==> src/rtl/hall_pkg.sv <==
`timescale 1ns/1ps
package hall_pkg;
  localparam int SENSE_W = 3;
  localparam int SPACE_W = 2;
  localparam int LEGS    = 3;
  localparam int DRIVE_W = 2 * LEGS;
  localparam int STEPS   = 6;
  localparam int HALF    = STEPS / 2;

  typedef logic [2:0] step_t;

  typedef enum logic [SPACE_W-1:0] {
    SP_60  = 2'b00,
    SP_120 = 2'b01,
    SP_240 = 2'b10,
    SP_300 = 2'b11
  } spacing_e;

  typedef struct packed {
    logic [SENSE_W-1:0] sense;
    logic [SPACE_W-1:0] spacing;
    logic               dir_fwd;
    logic               four_phase;
  } hall_in_t;

  localparam hall_in_t IN_RESET = '{sense: '0, spacing: '0, dir_fwd: 1'b1, four_phase: 1'b0};

  // Drive pair for each step of the forward rotation sequence.
  function automatic logic [DRIVE_W-1:0] pair_bits(input step_t s);
    logic [DRIVE_W-1:0] p;
    case (s)
      3'd0:    p = 6'b010001; // O1 + O5
      3'd1:    p = 6'b010100; // O3 + O5
      3'd2:    p = 6'b001100; // O3 + O4
      3'd3:    p = 6'b001010; // O2 + O4
      3'd4:    p = 6'b100010; // O2 + O6
      3'd5:    p = 6'b100001; // O1 + O6
      default: p = '0;
    endcase
    return p;
  endfunction

  // Output bit for each position in the four-phase cycle.
  function automatic int unsigned quad_bit(input logic [1:0] idx);
    int unsigned b;
    case (idx)
      2'd0:    b = 0; // O1
      2'd1:    b = 2; // O3
      2'd2:    b = 3; // O4
      default: b = 5; // O6
    endcase
    return b;
  endfunction
endpackage

==> src/rtl/hall_sync.sv <==
`timescale 1ns/1ps
module hall_sync #(
  parameter int               WIDTH     = 7,
  parameter int               STAGES    = 2,
  parameter logic [WIDTH-1:0] RESET_VAL = '0
) (
  input  logic             clk,
  input  logic             rst,
  input  logic [WIDTH-1:0] d,
  output logic [WIDTH-1:0] q
);
  logic [WIDTH-1:0] stage [STAGES];

  for (genvar g = 0; g < STAGES; g++) begin : g_stage
    if (g == 0) begin : g_first
      always_ff @(posedge clk) begin
        if (rst) stage[g] <= RESET_VAL;
        else     stage[g] <= d;
      end
    end else begin : g_next
      always_ff @(posedge clk) begin
        if (rst) stage[g] <= RESET_VAL;
        else     stage[g] <= stage[g-1];
      end
    end
  end

  assign q = stage[STAGES-1];
endmodule

==> src/rtl/hall_step_decode.sv <==
`timescale 1ns/1ps
module hall_step_decode
  import hall_pkg::*;
(
  input  logic [SENSE_W-1:0] code,
  input  logic [SPACE_W-1:0] spacing,
  output step_t              step,
  output logic               legal
);
  always_comb begin
    step  = 3'd0;
    legal = 1'b1;
    case (spacing_e'(spacing))
      SP_60: begin
        case (code)
          3'b000:  step = 3'd0;
          3'b100:  step = 3'd1;
          3'b110:  step = 3'd2;
          3'b111:  step = 3'd3;
          3'b011:  step = 3'd4;
          3'b001:  step = 3'd5;
          default: legal = 1'b0;
        endcase
      end
      SP_120: begin
        case (code)
          3'b001:  step = 3'd0;
          3'b101:  step = 3'd1;
          3'b100:  step = 3'd2;
          3'b110:  step = 3'd3;
          3'b010:  step = 3'd4;
          3'b011:  step = 3'd5;
          default: legal = 1'b0;
        endcase
      end
      SP_240: begin
        case (code)
          3'b010:  step = 3'd0;
          3'b110:  step = 3'd1;
          3'b100:  step = 3'd2;
          3'b101:  step = 3'd3;
          3'b001:  step = 3'd4;
          3'b011:  step = 3'd5;
          default: legal = 1'b0;
        endcase
      end
      default: begin
        case (code)
          3'b011:  step = 3'd0;
          3'b111:  step = 3'd1;
          3'b110:  step = 3'd2;
          3'b100:  step = 3'd3;
          3'b000:  step = 3'd4;
          3'b001:  step = 3'd5;
          default: legal = 1'b0;
        endcase
      end
    endcase
  end
endmodule

==> src/rtl/hall_drive_map.sv <==
`timescale 1ns/1ps
module hall_drive_map
  import hall_pkg::*;
(
  input  step_t              step,
  input  logic               legal,
  input  logic               dir_fwd,
  input  logic               four_phase,
  input  logic [SENSE_W-1:0] sense,
  output logic [DRIVE_W-1:0] drive,
  output logic               valid
);
  step_t       eff_step;
  logic [1:0]  quad_idx;
  logic [1:0]  quad_eff;

  // Reverse selects the step half a cycle away (complementary pair).
  always_comb begin
    if (dir_fwd)                    eff_step = step;
    else if (step >= step_t'(HALF)) eff_step = step - step_t'(HALF);
    else                            eff_step = step + step_t'(HALF);
  end

  // Four-phase: position of (S1,S2) in the cycle 00,10,11,01.
  always_comb begin
    case (sense[2:1])
      2'b00:   quad_idx = 2'd0;
      2'b10:   quad_idx = 2'd1;
      2'b11:   quad_idx = 2'd2;
      default: quad_idx = 2'd3;
    endcase
    quad_eff = dir_fwd ? quad_idx : quad_idx + 2'd2;
  end

  always_comb begin
    drive = '0;
    valid = 1'b0;
    if (four_phase) begin
      if (sense[1] == sense[0]) begin
        valid = 1'b1;
        drive[quad_bit(quad_eff)] = 1'b1;
      end
    end else if (legal) begin
      valid = 1'b1;
      drive = pair_bits(eff_step);
    end
  end
endmodule

==> src/rtl/hall_commutator.sv <==
`timescale 1ns/1ps
module hall_commutator
  import hall_pkg::*;
#(
  parameter int SYNC_STAGES = 2
) (
  input  logic               clk,
  input  logic               rst,
  input  logic [SENSE_W-1:0] sense_i,
  input  logic [SPACE_W-1:0] spacing_i,
  input  logic               dir_fwd_i,
  input  logic               four_phase_i,
  output logic [DRIVE_W-1:0] drive_o,
  output logic               valid_o
);
  localparam int IN_W = $bits(hall_in_t);

  hall_in_t           raw_in;
  hall_in_t           sync_in;
  logic [IN_W-1:0]    sync_bits;
  step_t              step;
  logic               legal;
  logic [DRIVE_W-1:0] drive_nxt;
  logic               valid_nxt;

  assign raw_in = '{sense: sense_i, spacing: spacing_i, dir_fwd: dir_fwd_i, four_phase: four_phase_i};

  hall_sync #(
    .WIDTH     (IN_W),
    .STAGES    (SYNC_STAGES),
    .RESET_VAL (IN_RESET)
  ) u_sync (
    .clk (clk),
    .rst (rst),
    .d   (raw_in),
    .q   (sync_bits)
  );

  assign sync_in = hall_in_t'(sync_bits);

  hall_step_decode u_step (
    .code    (sync_in.sense),
    .spacing (sync_in.spacing),
    .step    (step),
    .legal   (legal)
  );

  hall_drive_map u_map (
    .step       (step),
    .legal      (legal),
    .dir_fwd    (sync_in.dir_fwd),
    .four_phase (sync_in.four_phase),
    .sense      (sync_in.sense),
    .drive      (drive_nxt),
    .valid      (valid_nxt)
  );

  always_ff @(posedge clk) begin
    if (rst) begin
      drive_o <= '0;
      valid_o <= 1'b0;
    end else begin
      drive_o <= drive_nxt;
      valid_o <= valid_nxt;
    end
  end
endmodule

==> config.mk <==
export PLATFORM = sky130hd
export DESIGN_NAME = hall_commutator
export DESIGN_NICKNAME = d
export VERILOG_FILES = /design/src/rtl/hall_pkg.sv /design/src/rtl/hall_sync.sv /design/src/rtl/hall_step_decode.sv /design/src/rtl/hall_drive_map.sv /design/src/rtl/hall_commutator.sv
export SDC_FILE = /design/constraint.sdc
export NUM_CORES = 1
export LEC_CHECK = 0
export CORE_MARGIN = 3
export CORE_UTILIZATION = 40
export DETAILED_ROUTE_END_ITERATION = 10
export PLACE_DENSITY = 0.65
export SYNTH_ARGS = -nofsm -noshare
export SYNTH_HDL_FRONTEND = slang
export SYNTH_SLANG_ARGS = --single-unit
==> constraint.sdc <==
create_clock -name clk -period 4.75 [get_ports clk]
set_input_delay 0.475 -clock clk [delete_from_list [all_inputs] [get_ports clk]]
set_output_delay 0.475 -clock clk [all_outputs]
set_load 0.005 [all_outputs]
==> results.json <==
{
  "min_path_cells": 1,
  "rsz0062_at_grt": "no",
  "clk_path_buf_depth": 2,
  "post_cts_buffers": 0,
  "synth_top_area_share": 0.294,
  "dieArea_um2": 4320,
  "path_common_cell": "ha_1",
  "hp-class": "register to register",
  "holdBufCountCts": 0,
  "crit_buf_inv": 2,
  "p_sw_frac": 0.267,
  "rows": 21,
  "initial_core_util": 0.421,
  "groute.usage.overall": 0.137,
  "grt_max_degree": 19,
  "io-pin-count": 16,
  "synth_commonest_cells": "dfxtp_1, ha_1, nor2b_1, nor2_1, inv_1",
  "route.detailed.drc": 0,
  "tns_ns": 0,
  "ys.flop_type": "dfxtp_1",
  "ir_worst_vdd_uv": 156,
  "post-route-period-util": 0.879,
  "wl_um": 2560,
  "ys_warn_count": 0,
  "maxCapViolCount": 0,
  "critPathSlowestCell": "dfxtp_1",
  "antenna_found_initial": 0,
  "critPathKind": "register to register",
  "antenna_cells": 0,
  "grt_pass1_vias": 1101,
  "p_int_mw": 0.255,
  "cts-resized-gates": 0,
  "grt_pass1_wl_um": 4670,
  "critPathCaptureType": "register",
  "synth_top_area_cell": "dfxtp_1",
  "fin_nets": 194,
  "clockRootBuffer": "clkbuf_4",
  "crit_path_start_kind": "register",
  "vias": 1118,
  "tritoncts": "done",
  "clock_sinks": 21,
  "p_seq_frac": 0.556,
  "gp_congestion": 0.866,
  "crit_required_ns": 4.98,
  "synth_most_common_cell": "dfxtp_1",
  "final_util": 0.474,
  "clk_pin_slew_ns": 0.12,
  "wl_per_cell_um": 12.1,
  "finalHoldViolCount": 0,
  "synth_mux_area_frac": 0,
  "drv_slew": 0,
  "cts_buffers": 3,
  "critPathMaxFanout": 12,
  "synthTopCellsByArea": "dfxtp_1, ha_1, nor2b_1, xnor2_1, buf_6",
  "firstDrtPassIters": 5,
  "core_um2": 3390,
  "hpwl_um": 2070,
  "portBuffers": 15,
  "die_w_um": 65.7,
  "cts_max_level": 1,
  "fillers": 348,
  "overflow": 0,
  "p_per_area_nw_per_um2": 216,
  "ant_nets": 0,
  "crit_family": "simple AND/OR/NAND/NOR gates",
  "relSlewSlack": 0.650,
  "viasPerCell": 5.27,
  "synth-simple-area-share": 0.268,
  "reg2reg_depth": 15,
  "synth.distinct_cells": 50,
  "synth-seq-cells": 21,
  "clock_skew_ns": 0.0147,
  "syn_nets": 181,
  "combPwrFrac": 0.203,
  "syn_avg_cell_area_um2": 9.27,
  "crit_cells": 15,
  "crit_chain": "inv_1, ha_1, nor2b_1, o311ai_1, nand4_1, and2_1, ha_1, ha_1, a211o_1, a211oi_2, or3_1, nor3_1, nor4_2, inv_1, o32ai_2",
  "synth_cells": 154,
  "clk_latency_ns": 0.31,
  "synth_compound_area_frac": 0.170,
  "synth-edff-count": 0,
  "period_minus_slack_ns": 4.18,
  "status": "finished clean",
  "areaGrowthSynthToFinish_pct": 12.6,
  "ys_seq_area_frac": 0.294,
  "drtIter0Drc": 46,
  "fmax_mhz": 239,
  "tightest_slew_ns": 0.523,
  "synthAdderAreaFrac": 0.158,
  "drive_gt1_frac": 0.108,
  "synth_xor_area_frac": 0.0421,
  "crit_arrival_ns": 4.41,
  "fp.dieH_um": 65.7,
  "p_switching_mw": 0.0929,
  "cp_slowest_stage_delay_ns": 0.57,
  "syn_area_um2": 1430,
  "synth_async_sr_flop_share": 0,
  "p_leak_nw": 0.644,
  "synth_top_family_by_area": "simple AND/OR/NAND/NOR gates",
  "finalSetupViolCount": 0,
  "clkPwrFrac": 0.241
}
## power groups by stage
stage	Combinational, mW	Clock (mW)	Sequential (mW)
2_1_floorplan	0.0502	0	0.194
3_3_place_gp	0.0702	0	0.197
3_5_place_dp	0.0711	0	0.197
4_1_cts	0.0714	0.0864	0.193
5_1_grt	0.0802	0.0941	0.195
6_report	0.0707	0.0839	0.193
## worst register-to-register path, stage by stage, from the launching register on
cell	delay, ns
dfxtp_1	0.57
inv_1	0.21
ha_1	0.25
nor2b_1	0.13
o311ai_1	0.23
nand4_1	0.27
and2_1	0.32
ha_1	0.23
ha_1	0.19
a211o_1	0.30
a211oi_2	0.26
or3_1	0.21
nor3_1	0.07
nor4_2	0.47
inv_1	0.13
o32ai_2	0.26
## registers in the layout, indices dropped and copies added (netlist names)
register	cells
valid_o	1
u_sync.stage	14
drive_o	6
## routing by layer
layer  share of wire  routed length (µm)  up-vias  global-route usage
li1                -                   -      570                   -
met1            0.49                1250      525               0.179
met2            0.47                1200       18               0.223
met3           0.026                  66        5              0.0154
met4           0.018                  46        0              0.0699
met5               0                   0        -                   0
## cells in the final DEF (no fill, tap or decap), types with 3 or more instances in the layout
master,Yosys,layout
nand2_1,3,3
xnor2_1,4,4
inv_1,7,7
clkdlybuf4s50_1,0,15
and2_1,3,3
a21oi_1,5,5
o21ai_0,3,3
nor2_1,8,8
or3_1,5,5
dfxtp_1,21,21
nor2b_1,17,17
nand2b_1,3,3
a31oi_1,3,3
clkbuf_4,0,3
ha_1,18,18
nand3_1,4,4
or2_2,5,5
## final cells by class
type	instances	area, µm²	share of cell area
clock buffer	3	22.5	0.0140
clock inverter	1	5.00	0.00311
inverter	9	41.3	0.0257
multi-input combinational	117	911	0.567
sequential	21	420	0.261
tap	46	57.6	0.0358
timing repair buffer	15	150	0.0934
## worst paths after layout
check                startpoint                 end  slack (ns)
max reg2reg  u_sync.stage[1][5]          drive_o[0]        0.57
max          u_sync.stage[1][5]          drive_o[0]        0.57
min reg2reg  u_sync.stage[0][1]  u_sync.stage[1][1]        0.44
min          u_sync.stage[0][1]  u_sync.stage[1][1]        0.44
## through the flow
step | total power, mW | setup WS [ns] | hold WS (ns) | instances | area, µm²
after floorplan | 0.245 | 1.06 | 0.389 | 154 | 1430
after global placement | 0.267 | 0.765 | 0.399 | 208 | 1580
after detailed placement | 0.268 | 0.596 | 0.398 | 208 | 1580
after CTS | 0.351 | 0.558 | 0.441 | 212 | 1610
after global routing | 0.369 | 0.169 | 0.464 | 212 | 1610
final | 0.348 | 0.574 | 0.439 | 212 | 1610
## cells by family (layout without fill, tap and decap cells)
family,after synthesis,after routing
simple gates,61,61
compound gates,32,32
flops,21,21
fa+ha+maj,18,18
buf+inv,16,28
xor+xnor,6,6
Note: power is estimated with default switching activity, not from simulation.
